$ cat src/rtl/eu_pkg.sv
package eu_pkg;

  typedef enum logic [4:0] {
    OP_ADD  = 5'd0,  OP_ADC  = 5'd1,  OP_SUB  = 5'd2,  OP_SBB  = 5'd3,
    OP_CMP  = 5'd4,  OP_AND  = 5'd5,  OP_OR   = 5'd6,  OP_XOR  = 5'd7,
    OP_TEST = 5'd8,  OP_NOT  = 5'd9,  OP_SHL  = 5'd10, OP_SAL  = 5'd11,
    OP_SHR  = 5'd12, OP_SAR  = 5'd13, OP_ROL  = 5'd14, OP_ROR  = 5'd15,
    OP_RCL  = 5'd16, OP_RCR  = 5'd17, OP_INC  = 5'd18, OP_DEC  = 5'd19,
    OP_NEG  = 5'd20
  } eu_op_e;

  typedef enum logic [2:0] {U_NONE, U_ARITH, U_LOGIC, U_LSH, U_RSH} eu_unit_e;
  typedef enum logic [1:0] {CI_ZERO, CI_ONE, CI_CF, CI_NCF} eu_acin_e;
  typedef enum logic [1:0] {LF_AND, LF_OR, LF_XOR} eu_lfn_e;
  typedef enum logic [1:0] {LM_SHIFT, LM_INC, LM_DEC, LM_NEG} eu_lmode_e;
  typedef enum logic [1:0] {SI_ZERO, SI_MSB, SI_LSB, SI_CF} eu_sin_e;

  typedef struct packed {
    eu_unit_e  unit;    // which subunit drives the result
    logic      sub;     // adder takes the inverted operand
    eu_acin_e  acin;    // adder carry-in source
    eu_lfn_e   lfn;     // logic function
    eu_lmode_e lmode;   // left unit mode
    eu_sin_e   sin;     // bit entering a shifter
    logic      rnot;    // right unit performs NOT
    logic      co_inv;  // carry out read as borrow
    logic      keep;    // result must not reach the accumulator
    logic      valid;   // opcode is defined
  } eu_ctl_t;

endpackage

$ cat src/rtl/eu_decode.sv
module eu_decode
  import eu_pkg::*;
(
  input  logic [4:0] op_i,
  output eu_ctl_t    ctl_o
);

  always_comb begin
    ctl_o        = '0;
    ctl_o.unit   = U_NONE;
    ctl_o.acin   = CI_ZERO;
    ctl_o.lfn    = LF_AND;
    ctl_o.lmode  = LM_SHIFT;
    ctl_o.sin    = SI_ZERO;
    ctl_o.valid  = 1'b1;
    case (op_i)
      OP_ADD:  begin ctl_o.unit = U_ARITH; end
      OP_ADC:  begin ctl_o.unit = U_ARITH; ctl_o.acin = CI_CF; end
      OP_SUB:  begin ctl_o.unit = U_ARITH; ctl_o.sub = 1'b1; ctl_o.acin = CI_ONE; ctl_o.co_inv = 1'b1; end
      OP_SBB:  begin ctl_o.unit = U_ARITH; ctl_o.sub = 1'b1; ctl_o.acin = CI_NCF; ctl_o.co_inv = 1'b1; end
      OP_CMP:  begin ctl_o.unit = U_ARITH; ctl_o.sub = 1'b1; ctl_o.acin = CI_ONE; ctl_o.co_inv = 1'b1;
                     ctl_o.keep = 1'b1; end
      OP_AND:  begin ctl_o.unit = U_LOGIC; ctl_o.lfn = LF_AND; end
      OP_OR:   begin ctl_o.unit = U_LOGIC; ctl_o.lfn = LF_OR; end
      OP_XOR:  begin ctl_o.unit = U_LOGIC; ctl_o.lfn = LF_XOR; end
      OP_TEST: begin ctl_o.unit = U_LOGIC; ctl_o.lfn = LF_AND; ctl_o.keep = 1'b1; end
      OP_NOT:  begin ctl_o.unit = U_RSH; ctl_o.rnot = 1'b1; end
      OP_SHL,
      OP_SAL:  begin ctl_o.unit = U_LSH; ctl_o.sin = SI_ZERO; end
      OP_ROL:  begin ctl_o.unit = U_LSH; ctl_o.sin = SI_MSB; end
      OP_RCL:  begin ctl_o.unit = U_LSH; ctl_o.sin = SI_CF; end
      OP_INC:  begin ctl_o.unit = U_LSH; ctl_o.lmode = LM_INC; end
      OP_DEC:  begin ctl_o.unit = U_LSH; ctl_o.lmode = LM_DEC; ctl_o.co_inv = 1'b1; end
      OP_NEG:  begin ctl_o.unit = U_LSH; ctl_o.lmode = LM_NEG; ctl_o.co_inv = 1'b1; end
      OP_SHR:  begin ctl_o.unit = U_RSH; ctl_o.sin = SI_ZERO; end
      OP_SAR:  begin ctl_o.unit = U_RSH; ctl_o.sin = SI_MSB; end
      OP_ROR:  begin ctl_o.unit = U_RSH; ctl_o.sin = SI_LSB; end
      OP_RCR:  begin ctl_o.unit = U_RSH; ctl_o.sin = SI_CF; end
      default: begin ctl_o.valid = 1'b0; end
    endcase
  end

endmodule

$ cat src/rtl/eu_opmux.sv
module eu_opmux #(
  parameter int unsigned W    = 8,
  parameter int unsigned NSRC = 4,
  parameter int unsigned SELW = 2
) (
  input  logic [NSRC*W-1:0] reg_bus_i,
  input  logic [NSRC*W-1:0] dat_bus_i,
  input  logic [SELW-1:0]   sel_i,
  input  logic              dsel_i,
  output logic [W-1:0]      opnd_o
);

  localparam int unsigned FULL = (NSRC == (1 << SELW)) ? 1 : 0;

  logic [W-1:0] reg_lane [NSRC];
  logic [W-1:0] dat_lane [NSRC];
  logic [W-1:0] reg_pick;
  logic [W-1:0] dat_pick;

  for (genvar k = 0; k < NSRC; k++) begin : g_lane
    assign reg_lane[k] = reg_bus_i[k*W +: W];
    assign dat_lane[k] = dat_bus_i[k*W +: W];
  end

  // First level: both multiplexers share one select.
  if (FULL == 1) begin : g_full
    assign reg_pick = reg_lane[sel_i];
    assign dat_pick = dat_lane[sel_i];
  end else begin : g_part
    always_comb begin
      reg_pick = '0;
      dat_pick = '0;
      for (int k = 0; k < NSRC; k++) begin
        if (sel_i == SELW'(k)) begin
          reg_pick = reg_lane[k];
          dat_pick = dat_lane[k];
        end
      end
    end
  end

  // Second level.
  assign opnd_o = dsel_i ? dat_pick : reg_pick;

endmodule

$ cat src/rtl/eu_oper.sv
module eu_oper
  import eu_pkg::*;
#(
  parameter int unsigned W = 8
) (
  input  logic [W-1:0] a_i,
  input  logic [W-1:0] b_i,
  input  logic         cf_i,
  input  eu_ctl_t      ctl_i,
  output logic [W-1:0] res_o,
  output logic         co_o
);

  // Adder / subtracter
  logic [W-1:0] ar_b;
  logic         ar_cin;
  logic [W:0]   ar_sum;

  always_comb begin
    ar_b = ctl_i.sub ? ~b_i : b_i;
    case (ctl_i.acin)
      CI_ONE:  ar_cin = 1'b1;
      CI_CF:   ar_cin = cf_i;
      CI_NCF:  ar_cin = ~cf_i;
      default: ar_cin = 1'b0;
    endcase
    ar_sum = {1'b0, a_i} + {1'b0, ar_b} + {{W{1'b0}}, ar_cin};
  end

  // Logic unit
  logic [W-1:0] lg_res;

  always_comb begin
    case (ctl_i.lfn)
      LF_OR:   lg_res = a_i | b_i;
      LF_XOR:  lg_res = a_i ^ b_i;
      default: lg_res = a_i & b_i;
    endcase
  end

  // Left unit: shift/rotate left, increment, decrement, negate
  logic         ls_in;
  logic [W-1:0] ls_x;
  logic [W-1:0] ls_y;
  logic         ls_c;
  logic [W:0]   ls_sum;
  logic [W-1:0] ls_res;
  logic         ls_co;

  always_comb begin
    case (ctl_i.sin)
      SI_MSB:  ls_in = a_i[W-1];
      SI_LSB:  ls_in = a_i[0];
      SI_CF:   ls_in = cf_i;
      default: ls_in = 1'b0;
    endcase
    ls_x = a_i;
    ls_y = '0;
    ls_c = 1'b0;
    case (ctl_i.lmode)
      LM_INC:  ls_c = 1'b1;
      LM_DEC:  ls_y = '1;
      LM_NEG:  begin ls_x = ~a_i; ls_c = 1'b1; end
      default: ;
    endcase
    ls_sum = {1'b0, ls_x} + {1'b0, ls_y} + {{W{1'b0}}, ls_c};
    if (ctl_i.lmode == LM_SHIFT) begin
      ls_res = {a_i[W-2:0], ls_in};
      ls_co  = a_i[W-1];
    end else begin
      ls_res = ls_sum[W-1:0];
      ls_co  = ls_sum[W];
    end
  end

  // Right unit: shift/rotate right, NOT
  logic         rs_in;
  logic [W-1:0] rs_res;
  logic         rs_co;

  always_comb begin
    case (ctl_i.sin)
      SI_MSB:  rs_in = a_i[W-1];
      SI_LSB:  rs_in = a_i[0];
      SI_CF:   rs_in = cf_i;
      default: rs_in = 1'b0;
    endcase
    if (ctl_i.rnot) begin
      rs_res = ~a_i;
      rs_co  = 1'b0;
    end else begin
      rs_res = {rs_in, a_i[W-1:1]};
      rs_co  = a_i[0];
    end
  end

  // Result and carry-out selection
  logic co_raw;

  always_comb begin
    case (ctl_i.unit)
      U_ARITH: begin res_o = ar_sum[W-1:0]; co_raw = ar_sum[W]; end
      U_LOGIC: begin res_o = lg_res;        co_raw = 1'b0;      end
      U_LSH:   begin res_o = ls_res;        co_raw = ls_co;     end
      U_RSH:   begin res_o = rs_res;        co_raw = rs_co;     end
      default: begin res_o = a_i;           co_raw = cf_i;      end
    endcase
    co_o = co_raw ^ ctl_i.co_inv;
  end

endmodule

$ cat src/rtl/eu_accum.sv
module eu_accum
  import eu_pkg::*;
#(
  parameter int unsigned W    = 8,
  parameter int unsigned NSRC = 4
) (
  input  logic                                  clk,
  input  logic                                  rst_n,
  input  logic [4:0]                            op_i,
  input  logic                                  ld_acc_i,
  input  logic                                  ld_cf_i,
  input  logic                                  ld_zf_i,
  input  logic                                  dsel_i,
  input  logic [((NSRC > 1) ? $clog2(NSRC) : 1)-1:0] sel_i,
  input  logic [NSRC*W-1:0]                     reg_bus_i,
  input  logic [NSRC*W-1:0]                     dat_bus_i,
  output logic [W-1:0]                          acc_o,
  output logic                                  cf_o,
  output logic                                  zf_o
);

  localparam int unsigned SELW = (NSRC > 1) ? $clog2(NSRC) : 1;

  eu_ctl_t      ctl;
  logic [W-1:0] opnd;
  logic [W-1:0] res;
  logic         co;

  logic [W-1:0] acc_q, acc_d;
  logic         cf_q, cf_d;
  logic         zf_q, zf_d;
  logic         acc_en, cf_en, zf_en;

  eu_decode i_dec (
    .op_i  (op_i),
    .ctl_o (ctl)
  );

  eu_opmux #(.W(W), .NSRC(NSRC), .SELW(SELW)) i_mux (
    .reg_bus_i (reg_bus_i),
    .dat_bus_i (dat_bus_i),
    .sel_i     (sel_i),
    .dsel_i    (dsel_i),
    .opnd_o    (opnd)
  );

  eu_oper #(.W(W)) i_oper (
    .a_i   (acc_q),
    .b_i   (opnd),
    .cf_i  (cf_q),
    .ctl_i (ctl),
    .res_o (res),
    .co_o  (co)
  );

  // Next state
  always_comb begin
    acc_en = ctl.valid & ld_acc_i & ~ctl.keep;
    cf_en  = ctl.valid & ld_cf_i;
    zf_en  = ctl.valid & ld_zf_i;
    acc_d  = acc_en ? res : acc_q;
    cf_d   = cf_en ? co : cf_q;
    zf_d   = zf_en ? (res == '0) : zf_q;
  end

  // Registers
  always_ff @(posedge clk or negedge rst_n) begin
    if (!rst_n) begin
      acc_q <= '0;
      cf_q  <= 1'b0;
      zf_q  <= 1'b0;
    end else begin
      acc_q <= acc_d;
      cf_q  <= cf_d;
      zf_q  <= zf_d;
    end
  end

  assign acc_o = acc_q;
  assign cf_o  = cf_q;
  assign zf_o  = zf_q;

endmodule

$ cat config.mk
export PLATFORM = sky130hd
export DESIGN_NAME = eu_accum
export DESIGN_NICKNAME = d
export VERILOG_FILES = /design/src/rtl/eu_pkg.sv /design/src/rtl/eu_decode.sv /design/src/rtl/eu_opmux.sv /design/src/rtl/eu_oper.sv /design/src/rtl/eu_accum.sv
export SDC_FILE = /design/constraint.sdc
export NUM_CORES = 1
export LEC_CHECK = 0
export ABC_CLOCK_PERIOD_IN_PS = 7300
export BUFFER_PORTS_ARGS = -buffer_cell sky130_fd_sc_hd__buf_2
export CAP_MARGIN = 5
export CORE_ASPECT_RATIO = 2
export CORE_MARGIN = 1
export CORE_UTILIZATION = 45
export CTS_BUF_LIST = sky130_fd_sc_hd__clkbuf_16
export CTS_CLUSTER_DIAMETER = 150
export DETAILED_ROUTE_END_ITERATION = 7
export PLACE_DENSITY = 0.71
export SKIP_CTS_REPAIR_TIMING = 1
export SYNTH_ARGS = -nofsm -noshare
export SYNTH_HDL_FRONTEND = slang
export SYNTH_SLANG_ARGS = --single-unit
$ cat constraint.sdc
create_clock -name clk -period 7.3 [get_ports clk]
set_input_delay 0.73 -clock clk [delete_from_list [all_inputs] [get_ports clk]]
set_output_delay 0.73 -clock clk [all_outputs]
set_load 0.02 [all_outputs]
==> flow_metrics.py <==
metrics = {
    "run_status": {
        "status": "completed",
    },
    "synthesis": {
        "yosys-top-cells-area": "ha_1 (14%), mux4_2 (12%), dfrtp_1 (8.6%), xnor2_1 (6.0%), mux2i_1 (4.8%)",
        "yosysTopAreaCellShare": 0.141,
        "synthTopCellsByCount": "ha_1 (33), nand2_1 (32), inv_1 (29)",
        "ys_warn_count": 0,
        "yosys.area.top_type": "ha_1",
        "synth_fa_ha_area_frac": 0.168,
        "synthCells": 367,
        "synth_compound_area_frac": 0.236,
        "ys.flop_type": "dfrtp_1",
        "synthArstFlopShare": 1.00,
        "netlist_area_um2": 2930,
        "synth_top_family_by_area": "compound AO/OA/AOI/OAI gates",
        "synth_nets": 481,
        "synthSimpleGateAreaFrac": 0.194,
        "synth_edf_count": 0,
        "yosysMostFrequentCell": "ha_1",
        "synth_cell_types": 55,
        "synth-seq-area-share": 0.0855,
        "ys_ff_latch": 10,
        "synth_mux_area_frac": 0.171,
        "syn-mean-instance-area_um2": 7.97,
        "synth_xor_area_frac": 0.0718,
    },
    "clocking": {
        "clkSlewWorstSetupHoldPaths_ps": 40,
        "clk_latency_ps": 240,
        "clkSinkCount": 10,
        "cts_root_buf": "clkbuf_16",
        "cts-buffers-inserted": 3,
        "cts_buffer_depth": 2,
        "htree_num_levels": 1,
        "tritoncts": "yes",
    },
    "pwr": {
        "seqPwrFrac": 0.198,
        "p_per_area_nw_per_um2": 222,
        "power.switching_mw": 0.396,
        "peakVddDrop_mv": 0.0985,
        "leakage_nw": 1.58,
        "p_comb_frac": 0.675,
        "power_frac_clock": 0.127,
        "netSwitchingFraction": 0.518,
        "intPower_mw": 0.368,
    },
    "placement": {
        "gp_congestion": 0.923,
        "dpl.hpwl_um": 7800,
        "port_buffers": 86,
    },
    "setup_path": {
        "max_stage_delay_ps": 480,
        "critical_path.slowest_cell": "fa_1",
        "worstPathCellList": "buf_2 -> or3b_4 -> or2_2 -> xnor2_1 -> fa_1 -> fa_1 -> a211oi_1 -> o21ai_0 -> and3_1 -> o21ai_0 -> a22oi_1 -> a211oi_1 -> xor2_1 -> a31oi_1",
        "crit_fanout": 20,
        "worstReg2RegEnd": "cf_o",
        "critPathLaunchType": "input pin",
        "critPathLaunch": "op_i[2]",
        "worstPathArrival_ps": 4520,
        "critPathCaptureType": "register",
        "crit_type": "in -> reg",
        "reg2reg_depth": 11,
        "r2r_start": "acc_o[0]",
        "crit_required_ps": 7410,
        "ff2ff_setup_slack_ps": 3880,
        "crit_end": "cf_o",
    },
    "die": {
        "die_h_um": 116,
        "dieArea_um2": 6850,
        "io_pins": 87,
        "die_w_um": 59.0,
        "core_um2": 6310,
        "rows": 41,
        "start_util": 0.464,
    },
    "cells_and_area": {
        "utilization": 0.546,
        "finalNetCount": 551,
        "drive_above_1_share": 0.264,
        "antenna_cells": 0,
        "areaGrowthSynthToFinish_pct": 17.7,
    },
    "min_path": {
        "hold_path.class": "in -> async",
    },
    "sta": {
        "rsz0062_at_grt": "no",
        "hold_viol": 0,
        "finalCritPeriodShare": 0.605,
        "holdWs_ps": 364,
        "worst_pin_slew_ps": 776,
        "finalSetupTns_ps": 0,
        "finalSetupViolCount": 0,
        "max_slew_margin": 0.480,
        "finalCriticalPeriod_ps": 4420,
        "final-max-slew-violation-count": 0,
        "fin_skew_ps": 3.29,
        "max_freq_mhz": 226,
    },
    "grt": {
        "antenna_found_initial": 0,
        "grt_max_degree": 21,
        "track_usage": 0.290,
        "grt_overflow_total": 0,
        "grt_pass1_vias": 3163,
        "grt_pass1_wl_um": 14800,
    },
    "drt": {
        "drt_iter0_drc": 247,
        "drt_wl_total_um": 9370,
        "drtPass1Iterations": 5,
        "viasPerCell": 6.10,
        "final_antenna_net_count": 0,
        "vias": 3180,
        "drc_errors": 0,
        "routedWlPerCell_um": 18.0,
    },
    "job": {
        "cap_violations": 0,
    },
}
## worst min-delay path by stage
stage                     depth (start not counted)  endpoint  start  slack (ps)
after floorplan                                   0  acc_o[0]  rst_n         430
after CTS                                         1      cf_o  rst_n         370
after detailed placement                          1      zf_o   zf_o         520
after global routing                              1      cf_o  rst_n         380
after global placement                            1      zf_o   zf_o         510
final                                             1  acc_o[1]  rst_n         360
## area by class of cell
cell class | count | area [um^2]
clock buffer | 3 | 75.1
fill | 638 | 2870
inverter | 29 | 109
multi-input combinational | 306 | 2460
sequential | 10 | 250
tap | 86 | 108
timing repair buffer | 87 | 438
## power groups by stage
stage | Sequential, mW | Clock [mW] | Combinational (mW)
floorplan | 0.146 | 0 | 0.353
global placement | 0.149 | 0 | 0.501
detailed placement | 0.149 | 0 | 0.511
CTS | 0.148 | 0.0975 | 0.514
global route | 0.153 | 0.101 | 0.570
finish | 0.151 | 0.0972 | 0.516
## cells by family (layout without fill, tap and decap cells)
family | count (synthesis) | count (layout)
AND/OR/NAND/NOR | 111 | 111
AO/OA/AOI/OAI | 104 | 104
buffers and inverters | 51 | 119
adder cells (fa/ha/maj) | 37 | 37
multiplexers | 30 | 30
XOR/XNOR | 24 | 24
flip-flops | 10 | 10
## cells in the final DEF (no fill, tap or decap), types with 4 or more instances in the layout
| cell | Yosys | routed |
|---|---|---|
| buf_2 | 8 | 86 |
| ha_1 | 33 | 33 |
| nand2_1 | 32 | 32 |
| inv_1 | 29 | 29 |
| o21ai_0 | 28 | 28 |
| xnor2_1 | 20 | 20 |
| nor2_1 | 17 | 17 |
| mux4_2 | 16 | 16 |
| a21oi_1 | 16 | 16 |
| mux2i_1 | 14 | 14 |
| nand3_1 | 14 | 14 |
| o211ai_1 | 13 | 13 |
| nand2b_1 | 10 | 10 |
| nor3_1 | 10 | 10 |
| dfrtp_1 | 10 | 10 |
| a22oi_1 | 6 | 6 |
| nor2b_1 | 5 | 5 |
| and3_1 | 5 | 5 |
| a21o_1 | 5 | 5 |
| nand4_1 | 4 | 4 |
| xor2_1 | 4 | 4 |
| a211oi_1 | 4 | 4 |
| fa_1 | 4 | 4 |
## state kept, by name, indices dropped and copies added (netlist names)
| register | count |
|---|---|
| zf_o | 1 |
| acc_o | 8 |
| cf_o | 1 |
## metal layers
layer,share of wire,GRT usage,routed length [um]
met2,0.55,0.553,5120
met3,0.046,0.0413,428
met4,0.081,0.216,762
met1,0.33,0.260,3050
met5,0,0,0
## worst max-delay path: cells and delay by family
family / cells / cell delay (ps)
fa+ha+maj: 2 / 900
simple gates: 3 / 1090
xor+xnor: 2 / 420
buf+inv: 1 / 300
compound gates: 6 / 1110
## metrics by stage
stage	area (um^2)	worst slack (ps)	total power, mW	cells
floorplan	2930	3010	0.499	367
CTS	3440	2900	0.759	521
global route	3440	2520	0.824	521
global placement	3370	2690	0.650	518
detailed placement	3370	2660	0.660	518
finish	3440	2880	0.765	521
Power figures use the tool's default switching activity.
